==> config.mk <==
export PLATFORM = sky130hd
export DESIGN_NAME = cond_event_bank
export DESIGN_NICKNAME = d
export VERILOG_FILES = /design/src/rtl/cwb_pkg.sv /design/src/rtl/cwb_slice.sv /design/src/rtl/cond_event_bank.sv
export SDC_FILE = /design/constraint.sdc
export NUM_CORES = 1
export LEC_CHECK = 0
export BUFFER_PORTS_ARGS = -buffer_cell sky130_fd_sc_hd__buf_2
export CAP_MARGIN = 0
export CORE_UTILIZATION = 44
export CTS_CLUSTER_SIZE = 28
export DETAILED_ROUTE_END_ITERATION = 8
export GPL_TIMING_DRIVEN = 0
export HOLD_SLACK_MARGIN = 0.06
export PLACE_DENSITY_LB_ADDON = 0.2
export SLEW_MARGIN = 20
export SYNTH_ARGS = -nofsm -noshare
export SYNTH_HDL_FRONTEND = slang
export SYNTH_SLANG_ARGS = --single-unit
==> constraint.sdc <==
create_clock -name clk -period 1.9 [get_ports clk]
set_input_delay 0.38 -clock clk [delete_from_list [all_inputs] [get_ports clk]]
set_output_delay 0.38 -clock clk [all_outputs]
set_load 0.02 [all_outputs]
==> src/rtl/cwb_pkg.sv <==
package cwb_pkg;
    localparam int DW = 8;
    typedef logic [DW-1:0] byte_t;

    typedef struct packed {
        byte_t evt;
        byte_t snap;
    } slice_st_t;

    typedef struct packed {
        logic  inh;
        byte_t cfg;
        byte_t rdata;
    } top_st_t;
endpackage

==> src/rtl/cwb_slice.sv <==
module cwb_slice
    import cwb_pkg::*;
(
    input  logic  clk,
    input  logic  rst,
    input  logic  wr_sel,
    input  logic  rd_sel,
    input  byte_t wdata,
    input  byte_t hw_set,
    output byte_t evt,
    output byte_t snap,
    output logic  blocked
);
    slice_st_t st_d, st_q;
    byte_t     match;

    always_comb begin
        match   = ~(st_q.evt ^ st_q.snap);
        st_d    = st_q;
        blocked = 1'b0;
        if (rd_sel) begin
            st_d.snap = st_q.evt;
        end
        if (wr_sel) begin
            st_d.evt = (st_q.evt & ~match) | (wdata & match);
            blocked  = |(~match);
        end
        st_d.evt = st_d.evt | hw_set;
    end

    always_ff @(posedge clk) begin
        if (rst) begin
            st_q <= '0;
        end else begin
            st_q <= st_d;
        end
    end

    assign evt  = st_q.evt;
    assign snap = st_q.snap;
endmodule

==> src/rtl/cond_event_bank.sv <==
module cond_event_bank
    import cwb_pkg::*;
#(
    parameter int NUM_REGS = 5,
    parameter int AW       = 4
) (
    input  logic                   clk,
    input  logic                   rst,
    input  logic [AW-1:0]          bus_addr,
    input  logic                   bus_we,
    input  logic                   bus_re,
    input  logic [DW-1:0]          bus_wdata,
    output logic [DW-1:0]          bus_rdata,
    input  logic [NUM_REGS*DW-1:0] hw_set,
    input  logic                   scrub_active,
    output logic [NUM_REGS*DW-1:0] events,
    output logic                   inhibit,
    output logic [DW-1:0]          cfg
);
    localparam int SNAP_BASE = NUM_REGS;
    localparam int STAT_ADDR = 2 * NUM_REGS;
    localparam int CFG_ADDR  = 2 * NUM_REGS + 1;

    logic [NUM_REGS*DW-1:0] snaps;
    logic [NUM_REGS-1:0]    blk;
    top_st_t                st_d, st_q;

    for (genvar g = 0; g < NUM_REGS; g++) begin : g_slice
        logic wr_sel, rd_sel;
        assign wr_sel = bus_we && (bus_addr == AW'(g));
        assign rd_sel = bus_re && (bus_addr == AW'(g));
        cwb_slice u_slice (
            .clk     (clk),
            .rst     (rst),
            .wr_sel  (wr_sel),
            .rd_sel  (rd_sel),
            .wdata   (bus_wdata),
            .hw_set  (hw_set[g*DW +: DW]),
            .evt     (events[g*DW +: DW]),
            .snap    (snaps[g*DW +: DW]),
            .blocked (blk[g])
        );
    end

    always_comb begin
        st_d = st_q;
        if (bus_we && bus_addr == AW'(STAT_ADDR) && bus_wdata[0]) begin
            st_d.inh = 1'b0;
        end
        if (|blk) begin
            st_d.inh = 1'b1;
        end
        if (bus_we && bus_addr == AW'(CFG_ADDR) && !scrub_active) begin
            st_d.cfg = bus_wdata;
        end
        if (bus_re) begin
            st_d.rdata = '0;
            for (int i = 0; i < NUM_REGS; i++) begin
                if (bus_addr == AW'(i)) begin
                    st_d.rdata = events[i*DW +: DW];
                end
                if (bus_addr == AW'(SNAP_BASE + i)) begin
                    st_d.rdata = snaps[i*DW +: DW];
                end
            end
            if (bus_addr == AW'(STAT_ADDR)) begin
                st_d.rdata = {{(DW-1){1'b0}}, st_q.inh};
            end
            if (bus_addr == AW'(CFG_ADDR)) begin
                st_d.rdata = st_q.cfg;
            end
        end
    end

    always_ff @(posedge clk) begin
        if (rst) begin
            st_q <= '0;
        end else begin
            st_q <= st_d;
        end
    end

    assign bus_rdata = st_q.rdata;
    assign inhibit   = st_q.inh;
    assign cfg       = st_q.cfg;
endmodule

Word-level counts from Yosys, hierarchy flattened
Cells that the tools add are included.
- register bits: 97
- bits of input ports: 57
- output and inout bits: 57
- logic and storage cells: 106
- equality and inequality tests: 11
- mux-type cells: 24
- bitwise logic cells: 35
- reduce and logical (&&, ||, !) cells: 23
- operators with widths (kind ; number):
    $mux W8 ; 17
    $and A8 B8 Y8 ; 10
    $not A8 Y8 ; 10
    $or A8 B8 Y8 ; 10
    $reduce_or A8 Y1 ; 5
    $xor A8 B8 Y8 ; 5
    $eq A4 B3 Y1 const B ; 4
    $eq A4 B4 Y1 const B ; 4
    $logic_and A1 B1 Y1 ; 14
    $eq A4 B2 Y1 const B ; 2
    $mux W1 ; 7
    $reduce_or A5 Y1 ; 1
    $eq A4 B1 Y1 const B ; 1
    $logic_not A4 Y1 ; 1
    $reduce_bool A2 Y1 ; 1
    $logic_not A1 Y1 ; 1

Logic depth before layout (Yosys ltp)
Gate-level depths: netlist of run 1.
- word-level depth: 13
- depth in mapped cells: 8
- depth with buffers taken out: 5

By module
From an unflattened synthesis of run 1, not the netlist that was laid out.
- cells, all modules: 617
- area, all modules: 5372.7 um^2
- by module, submodules not included (module ; instances ; cells each ; area each (um^2) ; sequential area each (um^2)):
    cwb_slice ; 5 ; 79 ; 744.5 ; 320.3
    cond_event_bank ; 1 ; 222 ; 1650.3 ; 340.3

Worst setup path after synthesis of run 1
No wires, ideal clock.
- kind: in2reg
- from: in bus_addr[1]
- to: reg g_slice[0].u_slice.st_q, in the netlist g_slice[0].u_slice.snap[1]
- setup time: 0.128 ns
- arrival time: 1.597 ns
- data required time: 1.772 ns
- path slack: 0.176 ns
- cell stages on the path: 8
- buffers on the path: 3
- cells stage by stage: buf_2 -> buf_6 -> buf_6 -> nor3_2 -> nand2_1 -> nor2_4 -> mux2i_1 -> nor2_1
- cells in the longest elaborated chain, start to end: 2
- RTL lines (item ; line ; RTL):
    from (decl) ; cond_event_bank.sv:9 ; input logic [AW-1:0] bus_addr,
    $logic_not A4 Y1 ; cond_event_bank.sv:31 ; assign rd_sel = bus_re && (bus_addr == AW'(g));
    $logic_and A1 B1 Y1 ; cond_event_bank.sv:31 ;
    to (signal assigned) ; cwb_slice.sv:35 ; st_q <= st_d;
    to (decl) ; cwb_slice.sv:14 ; slice_st_t st_d, st_q;
No other way between the ends.
A chain may end at the register's enable or synchronous reset.

Worst setup path after layout of run 1
- from: in bus_addr[1]
- to: reg st_q, in the netlist inhibit
- cells in the longest elaborated chain, start to end: 5
- elaborated cells between the ends (all ways): 21
- those cells by class: 5 x eq/ne; 6 x mux; 10 x reduce/logical
- RTL lines (item ; line ; RTL):
    $eq A4 B1 Y1, or another cell as far along ; cond_event_bank.sv:30 ; assign wr_sel = bus_we && (bus_addr == AW'(g));
    $logic_and A1 B1 Y1 ; cond_event_bank.sv:30 ;
    $mux W1 ; cwb_slice.sv:24 ; if (wr_sel) begin
    $reduce_or A5 Y1 ; cond_event_bank.sv:50 ; if (|blk) begin
    $mux W1 or $reduce_bool A2 Y1 (tied branches) ; n/a ;
    to (signal assigned) ; cond_event_bank.sv:79 ; st_q <= st_d;
    to (decl) ; cond_event_bank.sv:26 ; top_st_t st_d, st_q;
Parallel ways exist; a longest one is shown, timed or not.

==> results.json, run 1 <==
{
  "synthCells": 706,
  "met3_length_um": 1770,
  "synth_edf_count": 0,
  "cap_violations": 0,
  "die_h_um": 115,
  "synth.avg_cell_area_um2": 7.94,
  "min-delay-start": "hw_set[8]",
  "grt_pass1_vias": 5266,
  "power_mw": 5.04,
  "yosysTopAreaCellShare_pct": 34.7,
  "synthAdderAreaFrac_pct": 0,
  "cp_slowest_cell": "clkbuf_1",
  "cts_tree": "done",
  "place_inst": 982,
  "synth_ff_type": "dfxtp_1",
  "worstPathCellList": "buf_2 > buf_6 > or2_2 > clkbuf_1 > a211oi_1 > nor4_1 > a21oi_1",
  "syn_to_final_growth_pct": 19.1,
  "final.min_clock_period_ps": 1870,
  "dr.max_layer_used": "met4",
  "cts-htree-levels": 3,
  "r2r_start": "g_slice[0].u_slice.evt[5]",
  "worst_slack_ps": 26.7,
  "synth_top_family_by_area": "compound AO/OA/AOI/OAI gates",
  "core_um2": 12200,
  "cp-start-kind": "primary input",
  "die_area_um2": 13200,
  "stdcell_area_um2": 6680,
  "die_w_um": 115,
  "hold_buffers": 0,
  "fin_skew_ps": 3.76,
  "rows": 40,
  "leakage_nw": 2.87,
  "finalSetupViolCount": 0,
  "vias_per_cell": 5.90,
  "crit_arrival_ps": 2100,
  "slew-limit-headroom_pct": 39.4,
  "place_ws_ps": -275,
  "drtAntennaViolNets": 0,
  "gr-total-overflow": 0,
  "drt-wirelength-per-cell_um": 20.4,
  "grt_pass1_wl_um": 30000,
  "clkLatencyLatePin_ps": 350,
  "vias": 5886,
  "firstDrtPassIters": 5,
  "finalCritPeriodShare_pct": 98.6,
  "tns_ps": 0,
  "clk_pin_slew_ps": 70,
  "synth_area_um2": 5600,
  "critical_path_required_ps": 2130,
  "whs_ps": 229,
  "synthTopCellsByArea": "dfxtp_1 (35%), nor2_1 (9.6%), mux2i_1 (7.5%)",
  "fmax_mhz": 534,
  "hold_viol": 0,
  "peakVddDrop_v": 0.000399,
  "async_flop_share_pct": 0,
  "power_density_nw_per_um2": 755,
  "ys_seq_area_share_pct": 34.7,
  "yosys.area_share.simple_pct": 20.7,
  "io_buffer_count": 108,
  "ys_warn_count": 0,
  "worstMarginPinSlew_ps": 908,
  "slew_viol_final": 0,
  "path_class": "in2reg",
  "synth_mux_area_share_pct": 10.3,
  "synth.net_count": 763,
  "drive_above_1_share_pct": 21.1,
  "cts_buffer_depth": 2,
  "cp_num_buf_inv": 3,
  "critPathLaunch": "bus_addr[1]",
  "grt_setup_unrepaired": "no",
  "initial_core_util_pct": 45.9,
  "drc": 0,
  "cp_top_family": "buffers and inverters",
  "cp_max_fo": 10,
  "ios": 114,
  "antenna_cells": 0,
  "synth_top_cell_by_area": "dfxtp_1",
  "nNetsFinal": 883,
  "post-route-util_pct": 54.7,
  "grtUsageTotal_pct": 30.8,
  "worst_setup_path_end_kind": "flip-flop",
  "yosys_register_bits": 97,
  "max_stage_delay_ps": 440,
  "dp_hpwl_um": 14900,
  "synth_compound_area_share_pct": 22.6,
  "grt_max_degree": 15,
  "synth_cell_types": 54,
  "drt-initial-drc-count": 530,
  "cts.sinks": 97,
  "worstHoldPathType": "in2reg",
  "wl_met2_um": 8780,
  "gp_congestion": 0.965,
  "antenna_found_initial": 0,
  "synth_xor_area_share_pct": 6.25,
  "place_area_um2": 6350,
  "root_buffer": "clkbuf_16",
  "fin_cells": 998,
  "drt_wl_total_um": 20300,
  "drt-met1-wl_um": 9110,
  "cts_buffers": 9,
  "fillCellCount": 1222,
  "status": "complete, no violations"
}
## worst reg2reg max path, stage by stage (launching register included)
cell	delay [ps]
dfxtp_1	460
xor2_1	100
nor4_1	400
a211oi_1	210
nor4_1	410
a21oi_1	100
## Yosys cell counts (all sizes together), types with 2 or more instances
cell      n
nor2b    10
nand3    20
and3b     3
dfxtp    97
buf      28
a22oi     7
o31ai    40
inv       3
a21oi    64
clkbuf   32
mux2     12
a311oi    2
mux2i    42
nor4     14
o22ai     2
a211oi    6
o32a      2
a31oi    47
a21boi    2
o21ai    13
xor2     40
nand2    41
o211ai    5
o221ai    4
nor3      2
nor2    145
nor3b     3
nand2b    5
## cells by family after synthesis
logic type	after synthesis
buf+inv	64
flops	97
compound gates	200
simple gates	250
mux	55
xor+xnor	40
## worst paths after layout
path	cells after the start	slack [ps]	endpoint
setup / recovery	7	30	inhibit
hold / removal	3	230	g_slice[1].u_slice.evt[0]
setup reg to reg	5	90	inhibit
hold reg to reg	2	490	bus_rdata[6]
## registers in the layout (all words and copies together), names as in the netlist
signal	flops
cfg	8
inhibit	1
g_slice.u_slice.snap	40
g_slice.u_slice.evt	40
bus_rdata	8
## report_power, final
group          leakage [nW]  internal, mW  switching [mW]  total, mW
Combinational          1.93         0.332           0.567      0.898
Sequential            0.797          2.12           0.154       2.27
Clock                 0.148          1.08           0.788       1.87
## per-layer routing
layer	up-vias	global-route usage, %
met4	0	14.4
met1	2759	42.3
met2	300	46.0
met5	-	0
li1	2785	-
met3	42	6.69
## layout by cell type (no fill, tap or decap), types with 5 or more instances in the layout
master	Yosys	final
nor2_1	144	144
buf_2	21	128
dfxtp_1	97	97
a21oi_1	64	64
a31oi_1	47	47
mux2i_1	42	42
o31ai_1	40	40
nand2_1	40	40
xor2_1	40	40
clkbuf_1	32	33
nand3_1	18	18
mux2_2	12	12
nor4_1	12	12
o21ai_0	11	11
nor2b_1	10	10
clkbuf_16	0	9
a22oi_1	7	7
a211oi_1	6	6
nand2b_1	5	5
o211ai_1	5	5
## what timing repair did
item / in CTS / in global routing
resized for setup: 0 / 3
setup endpoints to repair: 0 / 14
buffers inserted: 0 / 1
## layout make-up
class | instances | area (um^2) | share of cell area [%]
plain buffers | 60 | 295 | 4.42
flip-flops and latches | 97 | 1940 | 29.1
clock buffers | 12 | 256 | 3.84
multi-input cells | 545 | 3370 | 50.5
repair buffers | 109 | 548 | 8.21
clock inverters | 3 | 40.0 | 0.600
well taps | 168 | 210 | 3.15
inverters | 4 | 15.0 | 0.225
(Power assumes the default switching activity.)
==> inputs of run 2 (changes only) <==
- SETUP_SLACK_MARGIN: not set -> 0.5
==> run 2 against run 1 <==
Cell count grew 3.3%. Sequential power grew 2%. Non-clock buffer count grew 32. Utilization grew 12 points.
==> results.json, run 2 (synthesized netlist as in run 1, its figures left out) <==
{
  "status": "complete, no violations",
  "grtUsageTotal_pct": 32.9,
  "grt_setup_unrepaired": "yes",
  "die_w_um": 115,
  "hold_buffers": 0,
  "gp_congestion": 0.916,
  "die_area_um2": 13200,
  "place_ws_ps": -249,
  "cp_max_fo": 8,
  "nNetsFinal": 915,
  "worstMarginPinSlew_ps": 1040,
  "cts-htree-levels": 3,
  "final.min_clock_period_ps": 1610,
  "drt-met1-wl_um": 9250,
  "vias_per_cell": 6.08,
  "drt-wirelength-per-cell_um": 21.3,
  "leakage_nw": 3.37,
  "stdcell_area_um2": 8090,
  "root_buffer": "clkbuf_16",
  "ios": 114,
  "cap_violations": 0,
  "fillCellCount": 1031,
  "peakVddDrop_v": 0.000409,
  "p_comb_share_pct": 21.9,
  "grt_max_degree": 17,
  "finalSetupViolCount": 0,
  "critical_path_required_ps": 2190,
  "power_density_nw_per_um2": 670,
  "worstPathCellList": "buf_6 > buf_8 > or3b_4 > buf_12 > buf_12 > buf_4 > a211oi_2 > a21oi_1 > a21oi_1",
  "slew-limit-headroom_pct": 30.6,
  "initial_core_util_pct": 45.9,
  "antenna_cells": 0,
  "cts_buffers": 9,
  "rows": 40,
  "dr.max_layer_used": "met4",
  "crit_arrival_ps": 1900,
  "power.share.clock_pct": 35.5,
  "drive_above_1_share_pct": 42.6,
  "fmax_mhz": 620,
  "place_area_um2": 6500,
  "cp_top_family": "buffers and inverters",
  "worst_setup_path_end_kind": "flip-flop",
  "cp_num_buf_inv": 5,
  "slew_viol_final": 0,
  "finalCritPeriodShare_pct": 85.0,
  "syn_to_final_growth_pct": 44.4,
  "layout_commonest_cell": "nor2_1",
  "clkLatencyLatePin_ps": 360,
  "firstDrtPassIters": 5,
  "cts_buffer_depth": 2,
  "worst_slack_ps": 286,
  "antenna_found_initial": 0,
  "post-route-util_pct": 66.3,
  "dp_hpwl_um": 14900,
  "cts_tree": "done",
  "core_um2": 12200,
  "p_int_mw": 3.69,
  "drc": 0,
  "cts.sinks": 97,
  "drt-initial-drc-count": 692,
  "met3_length_um": 1790,
  "gr-total-overflow": 0,
  "p_seq_share_pct": 42.6,
  "max_stage_delay_ps": 410,
  "p_sw_mw": 1.74,
  "whs_ps": 217,
  "cp_slowest_cell": "or3b_4",
  "clk_pin_slew_ps": 70,
  "io_buffer_count": 108,
  "hold_viol": 0,
  "drt_wl_total_um": 22000,
  "sw_frac_of_total_pct": 32.0,
  "wl_met2_um": 10200,
  "most-common-layout-cells": "nor2_1 (141), buf_2 (110), dfxtp_1 (53)",
  "grt_pass1_vias": 5841,
  "die_h_um": 115,
  "worstHoldPathType": "in2reg",
  "path_class": "in2reg",
  "fin_skew_ps": 7.13,
  "grt_pass1_wl_um": 32500,
  "cp-start-kind": "primary input",
  "vias": 6266,
  "drtAntennaViolNets": 0
}
## run 2: repair_timing
action | CTS | global route
gates resized for setup | 140 | 116
pin swaps | 46 | 62
endpoints found under the setup margin | 127 | 95
setup buffers | 19 | 9
gates cloned | 3 | 2
## run 2: layout make-up
cell class | instances | area, um^2 | area share (%)
plain buffers | 60 | 542 | 6.69
clock buffers | 10 | 239 | 2.95
clock inverters | 6 | 65.1 | 0.804
inverters | 4 | 18.8 | 0.232
multi-input cells | 545 | 4080 | 50.4
flip-flops and latches | 97 | 2000 | 24.7
well taps | 168 | 210 | 2.60
repair buffers | 141 | 933 | 11.5
## run 2: path summary, 6_finish.rpt
path	start	endpoint	slack (ps)	cells past startpoint
worst max-delay path	bus_addr[3]	inhibit	290	9
worst min-delay path	hw_set[12]	g_slice[1].u_slice.evt[4]	220	3
worst max register to register	g_slice[2].u_slice.snap[5]	bus_rdata[5]	290	6
worst min register to register	bus_rdata[6]	bus_rdata[6]	510	2
## run 2: metal layers
layer,vias up,global-route usage (%)
met5,-,0
met4,0,16.5
met3,57,5.43
met2,317,52.5
met1,3033,43.1
li1,2859,-
## run 2: per-stage QoR
step                      instances  TNS, ps  power (mW)
after floorplan                 706        0        2.88
after global routing           1031        0        5.60
final                          1031        0        5.43
after global placement          982    -6910        3.21
after detailed placement        982    -7170        3.22
after CTS                      1020        0        5.27
## run 2: power groups by stage
| stage | registers [mW] | clock network, mW | logic [mW] |
|---|---|---|---|
| 2_1_floorplan | 2.36 | 0 | 0.521 |
| 3_3_place_gp | 2.31 | 0 | 0.901 |
| 3_5_place_dp | 2.31 | 0 | 0.914 |
| 4_1_cts | 2.29 | 1.93 | 1.05 |
| 5_1_grt | 2.32 | 2.02 | 1.27 |
| 6_report | 2.31 | 1.93 | 1.19 |
## run 2: worst reg2reg max path: stages, from the launching register on
cell and delay, ps:
dfxtp_4 360, mux2_4 270, a222oi_1 310, buf_4 180
o211ai_1 80, o211ai_1 160, a31oi_1 130
